[src/rtl/snap_mon_pkg.sv]
package snap_mon_pkg;
  localparam int IDX_ACC   = 0;
  localparam int IDX_TRUNC = 1;
  localparam int IDX_CMD0  = 2;

  typedef struct packed {
    logic snap;      // copy live counters into shadow bank
    logic clearEvt;  // clear all event-related counters
  } snapCtrl_t;
endpackage

[src/rtl/snap_mon_control.sv]
module snap_mon_control
  import snap_mon_pkg::*;
#(
  parameter int PERIOD_W = 16
) (
  input  logic                clk,
  input  logic                rst_n,
  input  logic                snapReq,
  input  logic                evtCntReset,
  input  logic [PERIOD_W-1:0] periodCfg,
  input  logic                rdEn,
  output snapCtrl_t           ctrl,
  output logic                snapValid
);
  logic [PERIOD_W-1:0] timerQ;
  logic                periodOn;
  logic                periodHit;

  assign periodOn  = (periodCfg != '0);
  assign periodHit = periodOn && (timerQ >= (periodCfg - 1'b1));

  always_ff @(posedge clk) begin
    if (!rst_n) begin
      timerQ <= '0;
    end else if (!periodOn || periodHit) begin
      timerQ <= '0;
    end else begin
      timerQ <= timerQ + 1'b1;
    end
  end

  assign ctrl.snap     = snapReq | periodHit;
  assign ctrl.clearEvt = evtCntReset;

  always_ff @(posedge clk) begin
    if (!rst_n) begin
      snapValid <= 1'b0;
    end else if (ctrl.snap) begin
      snapValid <= 1'b1;
    end else if (rdEn) begin
      snapValid <= 1'b0;
    end
  end
endmodule

[src/rtl/snap_mon_datapath.sv]
module snap_mon_datapath
  import snap_mon_pkg::*;
#(
  parameter int CNT_W   = 32,
  parameter int NUM_CMD = 6,
  parameter int ADDR_W  = 4
) (
  input  logic               clk,
  input  logic               rst_n,
  input  snapCtrl_t          ctrl,
  input  logic               crossValid,
  input  logic               headerOnly,
  input  logic               truncEvt,
  input  logic [NUM_CMD-1:0] cmdStrobe,
  input  logic               rdEn,
  input  logic [ADDR_W-1:0]  rdAddr,
  output logic [CNT_W-1:0]   rdData
);
  localparam int NUM_CNT = IDX_CMD0 + NUM_CMD;
  localparam int NUM_ADR = 2 ** ADDR_W;
  localparam logic [CNT_W-1:0] CNT_MAX = '1;

  logic [NUM_CNT-1:0] incVec;
  logic [CNT_W-1:0]   liveCnt   [NUM_CNT];
  logic [CNT_W-1:0]   shadowCnt [NUM_CNT];
  logic [CNT_W-1:0]   readTable [NUM_ADR];

  assign incVec[IDX_ACC]   = crossValid & ~headerOnly;
  assign incVec[IDX_TRUNC] = truncEvt;

  genvar g;
  generate
    for (g = 0; g < NUM_CMD; g++) begin : g_cmdInc
      assign incVec[IDX_CMD0 + g] = cmdStrobe[g];
    end

    for (g = 0; g < NUM_CNT; g++) begin : g_cnt
      always_ff @(posedge clk) begin
        if (!rst_n || ctrl.clearEvt) begin
          liveCnt[g] <= '0;
        end else if (incVec[g] && (liveCnt[g] != CNT_MAX)) begin
          liveCnt[g] <= liveCnt[g] + 1'b1;
        end
      end

      always_ff @(posedge clk) begin
        if (!rst_n) begin
          shadowCnt[g] <= '0;
        end else if (ctrl.snap) begin
          shadowCnt[g] <= liveCnt[g];
        end
      end
    end

    for (g = 0; g < NUM_ADR; g++) begin : g_rdMap
      if (g < NUM_CNT) begin : g_used
        assign readTable[g] = shadowCnt[g];
      end else begin : g_empty
        assign readTable[g] = '0;
      end
    end
  endgenerate

  always_ff @(posedge clk) begin
    if (!rst_n) begin
      rdData <= '0;
    end else if (rdEn) begin
      rdData <= readTable[rdAddr];
    end
  end
endmodule

[src/rtl/snap_mon_counters.sv]
module snap_mon_counters
  import snap_mon_pkg::*;
#(
  parameter  int CNT_W    = 32,
  parameter  int NUM_CMD  = 6,
  parameter  int PERIOD_W = 16,
  localparam int ADDR_W   = $clog2(IDX_CMD0 + NUM_CMD + 1)
) (
  input  logic                clk,
  input  logic                rst_n,
  input  logic                crossValid,
  input  logic                headerOnly,
  input  logic                truncEvt,
  input  logic [NUM_CMD-1:0]  cmdStrobe,
  input  logic                evtCntReset,
  input  logic                snapReq,
  input  logic [PERIOD_W-1:0] periodCfg,
  input  logic                rdEn,
  input  logic [ADDR_W-1:0]   rdAddr,
  output logic [CNT_W-1:0]    rdData,
  output logic                snapValid
);
  snapCtrl_t ctrlS;
  logic      snapNow;

  assign snapNow = ctrlS.snap;

  snap_mon_control #(.PERIOD_W(PERIOD_W)) control_i (
    .clk(clk), .rst_n(rst_n), .snapReq(snapReq), .evtCntReset(evtCntReset),
    .periodCfg(periodCfg), .rdEn(rdEn), .ctrl(ctrlS), .snapValid(snapValid)
  );

  snap_mon_datapath #(.CNT_W(CNT_W), .NUM_CMD(NUM_CMD), .ADDR_W(ADDR_W)) datapath_i (
    .clk(clk), .rst_n(rst_n), .ctrl(ctrlS), .crossValid(crossValid),
    .headerOnly(headerOnly), .truncEvt(truncEvt), .cmdStrobe(cmdStrobe),
    .rdEn(rdEn), .rdAddr(rdAddr), .rdData(rdData)
  );
endmodule

[config.mk]
export PLATFORM = sky130hd
export DESIGN_NAME = snap_mon_counters
export DESIGN_NICKNAME = d
export VERILOG_FILES = /design/src/rtl/snap_mon_pkg.sv /design/src/rtl/snap_mon_control.sv /design/src/rtl/snap_mon_datapath.sv /design/src/rtl/snap_mon_counters.sv
export SDC_FILE = /design/constraint.sdc
export NUM_CORES = 1
export LEC_CHECK = 0
export BUFFER_PORTS_ARGS = -buffer_cell sky130_fd_sc_hd__buf_2
export CORE_UTILIZATION = 30
export CTS_CLUSTER_DIAMETER = 120
export DETAILED_ROUTE_END_ITERATION = 10
export HOLD_SLACK_MARGIN = 0.1
export PLACE_DENSITY = 0.41
export SYNTH_ARGS = -nofsm -noshare
export SYNTH_HDL_FRONTEND = slang
export SYNTH_HIERARCHICAL = 1
export SYNTH_SLANG_ARGS = --single-unit
[constraint.sdc]
create_clock -name clk -period 14.95 [get_ports clk]
set_clock_uncertainty 0.15 [all_clocks]
set_input_delay 1.495 -clock clk [delete_from_list [all_inputs] [get_ports clk]]
set_output_delay 1.495 -clock clk [all_outputs]
set_load 0.005 [all_outputs]
# Yosys cells after proc, flatten, opt, wreduce, memory -nomap -nowiden
# Memory sizes are Yosys's and may differ from the RTL's.
# Index checks and enable logic that the tools add are counted.
[totals]
output_inout_bits = 33
wordCells = 113
register_bits = 49
ramBits = 512
in_bits = 34
mem_count = 2
[mem_list]
columns = ["memory", "words", "word_bits", "rd", "rd_clocked_by_memory_dff", "wr", "line_no", "text"]
rows = [
  ["datapath_i.liveCnt", 8, 32, 8, 0, 8, "snap_mon_datapath.sv:24", "logic [CNT_W-1:0] liveCnt [NUM_CNT];"],
  ["datapath_i.shadowCnt", 8, 32, 8, 0, 8, "snap_mon_datapath.sv:25", "logic [CNT_W-1:0] shadowCnt [NUM_CNT];"],
]
[op_classes]
magnitude_cmp = 2
muxes = 51
eq_ne = 8
n_reduce_logical = 16
bitwise_logic = 21
n_addsub = 10
[op_table]
columns = ["op", "count"]
rows = [
  ["two-way mux 32 bit", 18],
  ["adder 32 x 1 -> 32 bit, second input constant", 8],
  ["!= test 32 bit, second input constant", 8],
  ["binary-select mux 32 bit (select 4 bit)", 1],
  ["two-way mux 1 bit", 32],
  ["OR 1 bit", 17],
  ["adder 16 x 1 -> 16 bit, second input constant", 1],
  [">= comparator 16 bit", 1],
  ["nonzero test 16 bit", 1],
  ["subtractor 16 x 1 -> 16 bit, second input constant", 1],
  ["logical AND 1 bit", 9],
  [">= comparator 5 bit, second input constant", 1],
  ["NOT 4 -> 5 bit", 1],
  ["logical NOT 1 bit", 2],
  ["logical OR 1 bit", 2],
  ["NOT 1 bit", 2],
  ["nonzero test 2 bit", 1],
  ["OR reduction 2 bit", 1],
  ["AND 1 bit", 1],
]

# Longest topological paths before layout
# Gate-level depths: netlist of run 1.
[depth]
word_depth = 8
ltp_mapped = 14
mapped_depth_nobuf = 12

# Modules after synthesis
# The synthesis of run 1 kept the hierarchy.
[modules_own_cells]
columns = ["module", "seq_area_each_um2", "instances", "area_per_inst_um2", "cells_each"]
rows = [
  ["snap_mon_datapath", 16015.4, 1, 26167.6, 2079],
  ["snap_mon_control", 340.3, 1, 1370.1, 157],
]

# Least setup slack after synthesis of run 1
# OpenSTA, ideal clock, no wires.
[synth_path]
path_type = "in2reg"
start = "input port periodCfg[2]"
end = "memory datapath_i.shadowCnt[0][0], enable pin"
required_ns = 14.136
t_arrival_ns = 10.640
setup_time_ns = 0.664
slack_ns = 3.496
n_path_buf = 1
stages = 13
path_cell_list = "or4_4 > nor2_4 > nand2_2 > or4_1 > xor2_1 > ha_1 > nand4_1 > nor2_1 > or4b_2 > nand4_2 > a21o_1 > clkbuf_1 > nand2b_1"
[synth_lines]
columns = ["item", "line_no", "text"]
rows = [
  ["start, declared", "snap_mon_counters.sv:17", "input logic [PERIOD_W-1:0] periodCfg,"],
  ["end, declared", "snap_mon_datapath.sv:25", ""],
]

==> results of run 1 <==
## final cells by class
cell class / instances / share of cell area, %
sequential: 561 / 52.64
tap: 1176 / 4.736
clock buffer: 87 / 5.903
inverter: 20 / 0.2416
multi-input combinational: 1525 / 34.02
timing repair buffer: 95 / 1.792
clock inverter: 33 / 0.6725
## worst paths after layout
kind                                 end  slack, ns  cells after the start
max          datapath_i/shadowCnt[1][45]       7.50                     15
min                 datapath_i/rdData[8]       0.30                      2
min reg2reg         datapath_i/rdData[8]       0.30                      2
max reg2reg  datapath_i/shadowCnt[1][45]       9.43                      9
## sequential cells by signal, indices dropped and copies added (netlist names)
| register | count |
|---|---|
| datapath_i/shadowCnt | 256 |
| datapath_i/liveCnt | 256 |
| datapath_i/rdData | 32 |
| control_i/snapValid | 1 |
| control_i/timerQ | 16 |
## kinds of logic (layout without fill, tap and decap cells)
kind of cell	after synthesis	in the layout	synth area share, %
xor+xnor	246	246	7.824
fa+ha+maj	27	27	1.227
compound gates	103	103	2.313
flops	561	561	59.39
mux	96	96	6.397
buf+inv	150	235	2.417
simple gates	1053	1053	20.43
## per-layer routing
metal	global-route usage [%]	wire [um]	up-vias
met4	4.498	1358	0
met2	25.03	34420	357
met1	23.81	36950	9028
met3	2.587	3510	74
li1	-	-	8383
met5	0	0	-
## synthesized netlist by cell type (20+ instances only)
library cell,n
a21oi_1,23
and3_1,312
and4_1,26
buf_2,22
clkbuf_1,92
dfxtp_1,49
edfxtp_1,512
ha_1,27
inv_1,20
mux2i_1,32
mux4_2,64
nand2_1,122
nand3_1,111
nand4_1,90
nor2_1,276
nor3_1,36
o21ai_0,54
xnor2_1,70
xor2_1,176
## power by group
group          switching, mW  internal [mW]  leakage [nW]
clock                  0.663          0.884          1.01
combinational          0.123         0.0713          4.67
sequential            0.0636           1.79          6.22
total                  0.850           2.74          11.9
## critical path, delay by kind of cell
kind | cells | cell delay, ns
and+or+nand+nor | 9 | 3.39
xor gates and xnor gates | 1 | 0.16
adders and majority gates | 1 | 0.29
buffers and inverters | 3 | 1.58
AOI/OAI and AO/OA | 1 | 0.51
## metrics by stage
stage	total power [mW]	worst slack, ns	cell area, um2
after global routing	3.738	7.038	31070
after global placement	2.082	6.797	29030
after floorplan	1.994	3.496	27540
after detailed placement	2.084	6.746	29030
after CTS	3.658	7.386	31070
final	3.593	7.495	31070
==> reports/qor.txt, run 1 <==
Critical Path Fanout Max: 77
die area: 93010 um2
most common cell after layout, fill and taps aside: edfxtp_1
post-synth top area cell: edfxtp_1
n_diodes: 0
Area Overhead vs Synth: 12.83%
Reg area: 16360 um2
Core Rows: 110
most frequent cells in the layout: 512 x edfxtp_1, 312 x and3_1, 276 x nor2_1
total CTS buffers: 67
initial DRC count: 1306
Initial Utilization: 30.45%
fin util: 34.36%
crit-path most repeated cell: buf_4
CTS hold repair buffers: 0
FILL cells: 8818
Arrival @ worst endpoint: 7.54 ns
initial antenna violation count: 1
CTS resizes: 0
hpwl dp: 51850 um
Max clock buf depth: 3
Seq cells post-synth: 561
Mapped Area: 27540 um2
largest cells by area after synthesis: edfxtp_1 56%, and3_1 7.1%, xor2_1 5.6%
Post-synth EDFFs: 512
asr flop ratio synth: 0%
hold_sp: datapath_i/rdData[8]
Post-CTS Setup Repair Bufs: 0
Worst Tran Pin Value: 1.351 ns
largest net degree at the start of global routing: 129
Post-Syn Instances: 2236
Core Box Area: 90420 um2
vias in the first global route: 17730
Placed Instances: 3377
Seq/Total Area, Yosys: 59.39%
fmax: 0.1341 GHz
clk sinks: 561
prevailing post-synth register cell: edfxtp_1
share of cells above drive strength 1: 12.75%
Crit. End Element: flip-flop
RSZ-0062 raised after global routing: false
CP Cell Sequence: buf_2 -> or4_4 -> nor2_4 -> nand2_2 -> or4_1 -> xor2_1 -> ha_1 -> nand4_1 -> nor2_1 -> or4b_2 -> nand4_2 -> a21o_4 -> nand2b_4 -> buf_4 -> buf_4
boundary pin count: 67
synth unique cells: 62
Ys Warns: 6
top-area cell type share of the netlist area: 55.83%
port buffer count: 66
Residual DRC: 0
Fin Setup TNS: 0 ns
WL/cell: 21.80 um
Synth Area per Inst: 12.32 um2
post-route antenna net violation count: 0
ratio of final minimum period to clock period: 49.86%
GR Util All Layers: 16.35%
max incr delay on CP: 0.96 ns
vias: 17840
Power Density: 115.6 nW/um2
DRT Wirelength: 76240 um
Horiz. Die Dim: 305.0 um
startpoint types: primary input
Rel. slew slack: 9.582%
gpl congestion: 0.8194
Clock Latency Late Sink: 0.60 ns
worst vdd ir: 92.06 uV
CTS tree: done
Critical Path Start: periodCfg[2]
Multi-input gate area: 10570 um2
Syn Nets: 2297
min-delay worst type: flip-flop to flip-flop
Final Max Slew Viols: 0
endpoints failing hold: 0
nets@finish: 2331
vias per cell: 5.102
Layout Cells excl Fill: 3497
P_leak: 11.89 nW
Critical-path top delay cell: nand2b_4
GRT overflow: 0
global-route wire length before repair: 115300 um
CP Class: primary input to flip-flop
Die Height: 305.0 um
WP data required: 15.03 ns
Hold Slack: 0.2978 ns
Root Driver: clkbuf_16
fin crit period: 7.455 ns
worst flop-to-flop path startpoint: control_i/timerQ[13]
first drt pass iteration count: 5
clock transition at the registers of the reported paths: 0.05 ns
H-tree levels: 3
final setup fails: 0
maxcap violations: 0
status: completed
Power figures use the tool's default switching activity.
==> run 2: changes to the inputs <==
--- a/config.mk
+++ b/config.mk
@@ -5,6 +5,7 @@
 export SDC_FILE = /design/constraint.sdc
 export NUM_CORES = 1
 export LEC_CHECK = 0
+export ABC_AREA = 1
 export BUFFER_PORTS_ARGS = -buffer_cell sky130_fd_sc_hd__buf_2
 export CORE_UTILIZATION = 30
 export CTS_CLUSTER_DIAMETER = 120
==> constraint.sdc (replaced) <==
create_clock -name clk -period 7.1 [get_ports clk]
set_clock_uncertainty 0.15 [all_clocks]
set_input_delay 0.71 -clock clk [delete_from_list [all_inputs] [get_ports clk]]
set_output_delay 0.71 -clock clk [all_outputs]
set_load 0.005 [all_outputs]
==> run 2 against run 1 <==
Hold slack got worse by 0.033 ns; sequential power rose by 110%; cell count rose by 56%; total power rose by 130%; first-iteration DRC count rose by 76%; combinational power rose to 3.0 times the previous value; synthesized area rose by 14%; setup slack got worse by 4.6 ns; synthesized cell count rose by 78%; clock-buffer cell count fell by 1; die area rose by 14%; critical path depth rose by 5.
==> reports/qor.txt, run 2 <==
status: completed
Post-synth EDFFs: 512
Residual DRC: 0
cell with the most instances after synthesis: nand2_1
initial antenna violation count: 2
most frequent cells in the layout: 1120 x nand2_1, 836 x nor2_1, 556 x inv_1
fmax: 0.2380 GHz
GR Util All Layers: 19.03%
Clock Latency Late Sink: 0.63 ns
Sw Share: 24.91%
share of cells above drive strength 1: 7.943%
global-route wire length before repair: 151300 um
first drt pass iteration count: 5
prevailing post-synth register cell: edfxtp_1
boundary pin count: 67
post-route antenna net violation count: 0
Rel. slew slack: 14.35%
gpl congestion: 0.8477
Reg area: 16360 um2
port buffer count: 66
GRT overflow: 0
Multi-input gate area: 12270 um2
Ys Warns: 6
Synth Area per Inst: 7.882 um2
Initial Utilization: 30.29%
Crit. End Element: flip-flop
Post-CTS Setup Repair Bufs: 0
Arrival @ worst endpoint: 4.41 ns
maxcap violations: 0
most common cell after layout, fill and taps aside: nand2_1
hpwl dp: 75210 um
CTS resizes: 0
worst vdd ir: 160.3 uV
vias per cell: 4.595
Seq/Total Area, Yosys: 52.18%
Worst Tran Pin Value: 1.283 ns
Pwr Total: 8.317 mW
vias: 25080
Core Rows: 118
Reg power frac: 46.7%
largest cells by area after synthesis: edfxtp_1 49%, nand2_1 13%, nor2_1 10%
Final Max Slew Viols: 0
CTS tree: done
clock transition at the registers of the reported paths: 0.06 ns
initial DRC count: 2297
Fin Setup TNS: 0 ns
RSZ-0062 raised after global routing: false
Max clock buf depth: 3
nets@finish: 4084
largest net degree at the start of global routing: 78
Root Driver: clkbuf_16
worst slack, placed: 2.235 ns
synth unique cells: 36
Mapped Area: 31350 um2
Layout Cells excl Fill: 5459
DRT Wirelength: 102600 um
setup ws final: 2.898 ns
die area: 105800 um2
fin crit period: 4.202 ns
P_leak: 12.81 nW
startpoint types: primary input
Seq cells post-synth: 561
Syn Nets: 4038
CTS hold repair buffers: 0
Die Height: 325.2 um
total CTS buffers: 71
Horiz. Die Dim: 325.2 um
FILL cells: 11010
Critical Path Fanout Max: 77
Post-Syn Instances: 3977
Power Density: 234.8 nW/um2
Placed Instances: 5330
H-tree levels: 3
switching power: 2.072 mW
clk sinks: 561
post-synth top area cell: edfxtp_1
Int Power: 6.245 mW
CP Class: primary input to flip-flop
vias in the first global route: 23400
WL/cell: 18.79 um
clock network fraction of total power: 46.2%
Area Overhead vs Synth: 13.00%
final setup fails: 0
n_diodes: 0
min-delay worst type: primary input to flip-flop
largest registers: datapath_i/liveCnt: 256 flops, datapath_i/shadowCnt: 256 flops, datapath_i/rdData: 32 flops
asr flop ratio synth: 0%
endpoints failing hold: 0
Comb power frac: 7.1%
Core Box Area: 103500 um2
most frequent cells after synthesis: 1126 x nand2_1, 837 x nor2_1, 557 x inv_1
ratio of final minimum period to clock period: 59.19%
top-area cell type share of the netlist area: 49.05%
WP data required: 7.31 ns
run 2: metal layers:
layer  share of wire (%)  global-route usage, %
met1                  52                  30.16
met2                  41                  26.51
met3                 4.5                  2.604
met4                 2.4                  5.035
met5               0.015                      0
run 2: area by class of cell:
type	instances	area share (%)
Tap cell	1380	4.875
Inverter	559	5.927
Multi-Input combinational cell	2744	34.64
Sequential cell	561	46.18
Clock buffer	86	5.415
Clock inverter	43	1.455
Timing Repair Buffer	86	1.512
run 2: cells by family (layout without fill, tap and decap cells):
| kind of cell | after synthesis | after routing | synth area share, % |
|---|---|---|---|
| AND/OR/NAND/NOR | 2437 | 2437 | 32.26 |
| XOR/XNOR | 89 | 89 | 2.487 |
| AO/OA/AOI/OAI | 191 | 191 | 3.237 |
| adder cells (fa/ha/maj) | 27 | 27 | 1.078 |
| buffers and inverters | 672 | 774 | 8.761 |
| flip-flops | 561 | 561 | 52.18 |
run 2: worst paths after layout:
check	from	endpoint	slack [ns]	cells after the start
setup / recovery	periodCfg[0]	datapath_i/shadowCnt[1][115]	2.90	20
hold reg to reg	datapath_i/rdData[24]	datapath_i/rdData[24]	0.31	2
hold / removal	snapReq	control_i/snapValid	0.27	5
setup reg to reg	control_i/timerQ[0]	datapath_i/shadowCnt[1][115]	3.76	15
run 2: power groups by stage:
stage / combinational [mW] / sequential [mW] / clock, mW
floorplan: 0.367 / 3.91 / 0
global placement: 0.596 / 3.95 / 0
detailed placement: 0.591 / 3.95 / 0
global route: 0.651 / 3.90 / 4.07
CTS: 0.594 / 3.88 / 3.96
finish: 0.589 / 3.88 / 3.85
run 2: worst max-delay path, cell delays in order:
cell	delay, ns
buf_2	0.11
inv_1	0.11
ha_1	0.20
nand3_1	0.12
nor2_1	0.11
nand2_1	0.10
nor2_1	0.23
nand3_1	0.13
xnor2_1	0.16
inv_1	0.06
ha_1	0.26
nand2_1	0.09
o21ai_0	0.10
a21oi_1	0.20
nand2_1	0.08
nand2_1	0.12
nand2_1	0.16
nand2_4	0.74
buf_4	0.46
nor2_1	0.10
run 2: through the flow:
step	hold slack, ns	utilization (%)	instance area, um2
2_1_floorplan	0.2905	-	31350
3_3_place_gp	0.3039	31.87	32990
3_5_place_dp	0.3027	31.87	32990
4_1_cts	0.2251	34.22	35420
5_1_grt	0.2716	34.22	35420
6_report	0.2652	34.22	35420
==> run 3: changes to the inputs <==
==> constraint.sdc (replaced) <==
create_clock -name clk -period 4.1 [get_ports clk]
set_clock_uncertainty 0.15 [all_clocks]
set_input_delay 0.41 -clock clk [delete_from_list [all_inputs] [get_ports clk]]
set_output_delay 0.41 -clock clk [all_outputs]
set_load 0.005 [all_outputs]
==> run 3 against run 2 <==
Clock power is 66% higher; die area is the same; clock-buffer cell count increased by 1; via count down 0.30%; sequential cell count unchanged; non-clock buffer count is 19 higher; hold slack got worse by 0.052 ns; sequential power is 73% higher; setup slack got worse by 2.2 ns; first-iteration DRC count shrank 3.4%.
==> reports/qor.txt, run 3 (synthesized netlist as in run 2, its figures left out) <==
nets@finish: 4103
startpoint types: primary input
Layout Cells excl Fill: 5472
RSZ-0062 raised after global routing: false
most common cell after layout, fill and taps aside: nand2_1
largest net degree at the start of global routing: 129
initial antenna violation count: 4
hpwl dp: 75520 um
Crit. End Element: flip-flop
vias: 25010
Residual DRC: 0
boundary pin count: 67
port buffer count: 66
Power Density: 398.0 nW/um2
Fin Setup TNS: 0 ns
P_leak: 12.92 nW
maxcap violations: 0
GR Util All Layers: 19.11%
initial DRC count: 2219
n_diodes: 0
clk sinks: 561
Placed Instances: 5346
total CTS buffers: 71
GRT overflow: 0
global-route wire length before repair: 152600 um
CTS tree: done
final setup fails: 0
CP Class: primary input to flip-flop
Area Overhead vs Synth: 13.58%
largest registers: datapath_i/liveCnt: 256 flops, datapath_i/shadowCnt: 256 flops, datapath_i/rdData: 32 flops
Horiz. Die Dim: 325.2 um
Arrival @ worst endpoint: 3.74 ns
Die Height: 325.2 um
share of cells above drive strength 1: 8.260%
clock transition at the registers of the reported paths: 0.06 ns
fin util: 34.40%
post-route antenna net violation count: 0
Rel. slew slack: 18.21%
Post-CTS Setup Repair Bufs: 0
CTS resizes: 0
WL/cell: 18.63 um
most frequent cells in the layout: 1125 x nand2_1, 835 x nor2_1, 554 x inv_1
CTS hold repair buffers: 3
die area: 105800 um2
fmax: 0.2961 GHz
Worst Tran Pin Value: 1.225 ns
Core Box Area: 103500 um2
ratio of final minimum period to clock period: 82.37%
hold path depth: 4
Root Driver: clkbuf_16
vias in the first global route: 23700
Critical Path Fanout Max: 3
DRT Wirelength: 101900 um
Final Max Slew Viols: 0
Initial Utilization: 30.29%
worst vdd ir: 287.1 uV
vias per cell: 4.570
WP data required: 4.46 ns
min-delay worst type: primary input to flip-flop
hold_sp: cmdStrobe[0]
status: completed
endpoints failing hold: 0
reg-to-reg setup timing slack: 1.18 ns
fin crit period: 3.377 ns
Hold Slack: 0.2131 ns
first drt pass iteration count: 8
H-tree levels: 3
R2R Path End: control_i/snapValid
Reg2Reg Depth: 11
Core Rows: 118
Max clock buf depth: 3
worst flop-to-flop path startpoint: control_i/timerQ[11]
hold endpoint: datapath_i/liveCnt[0][95]
gpl congestion: 0.8627
Clock Latency Late Sink: 0.62 ns
run 3: cell types whose count changed in the layout (fill, tap and decap cells not counted), sizes merged:
cell,delta
buf,+16
bufinv,-2
clkbuf,+1
clkinv,+2
clkinvlp,-5
dlygate4sd3,+3
inv,-2
run 3: worst max-delay path by stage:
stage | endpoint | depth (start not counted) | start | slack (ns)
floorplan | datapath_i/shadowCnt[0][0] | 17 | periodCfg[1] | -0.37
global route | control_i/snapValid | 20 | periodCfg[1] | 0.42
finish | control_i/snapValid | 20 | periodCfg[1] | 0.72
CTS | control_i/snapValid | 20 | periodCfg[1] | 0.71
detailed placement | datapath_i/shadowCnt[0][120] | 19 | periodCfg[1] | 0.21
global placement | datapath_i/shadowCnt[0][116] | 19 | periodCfg[1] | 0.22
run 3: area by class of cell:
class / instances / area [um2]
Clock buffer: 87 / 1919
Clock inverter: 36 / 400.4
Fill cell: 11000 / 67900
Inverter: 559 / 2125
Multi-Input combinational cell: 2744 / 12280
Sequential cell: 561 / 16360
Tap cell: 1380 / 1727
Timing Repair Buffer: 105 / 798.3
run 3: per-stage QoR:
stage	area (um2)	total power [mW]	setup WS (ns)
6_report	35600	14.17	0.7228
5_1_grt	35600	14.71	0.4208
3_3_place_gp	33250	7.902	0.2168
3_5_place_dp	33250	7.886	0.2066
4_1_cts	35600	14.37	0.7079
2_1_floorplan	31390	7.399	-0.3711
run 3: power breakdown:
| part | total (mW) | switching (mW) | leakage (nW) | internal, mW |
|---|---|---|---|---|
| sequential | 6.72 | 0.206 | 6.22 | 6.52 |
| clock | 6.40 | 2.53 | 1.15 | 3.87 |
| combinational | 1.04 | 0.763 | 5.56 | 0.282 |
run 3: per-layer routing:
layer | share of wire, % | wire, um | GRT usage, %
met1 | 51 | 52320 | 29.32
met2 | 41 | 42100 | 27.53
met3 | 5.1 | 5227 | 2.707
met4 | 2.2 | 2258 | 5.394
met5 | 0.034 | 35 | 0
run 3: worst max-delay path, stage by stage:
cell	delay, ns
buf_2	0.15
nor2_1	0.16
nand2_1	0.08
nor2_2	0.12
nand2_1	0.12
nor2_2	0.14
nand2_1	0.11
xnor2_1	0.15
inv_1	0.05
ha_1	0.30
a21oi_1	0.13
o21ai_0	0.12
a21oi_1	0.22
nand2_1	0.08
nand2_1	0.12
nand3_1	0.08
dlygate4sd3_1	0.55
nand2_1	0.06
dlygate4sd3_1	0.54
inv_1	0.04
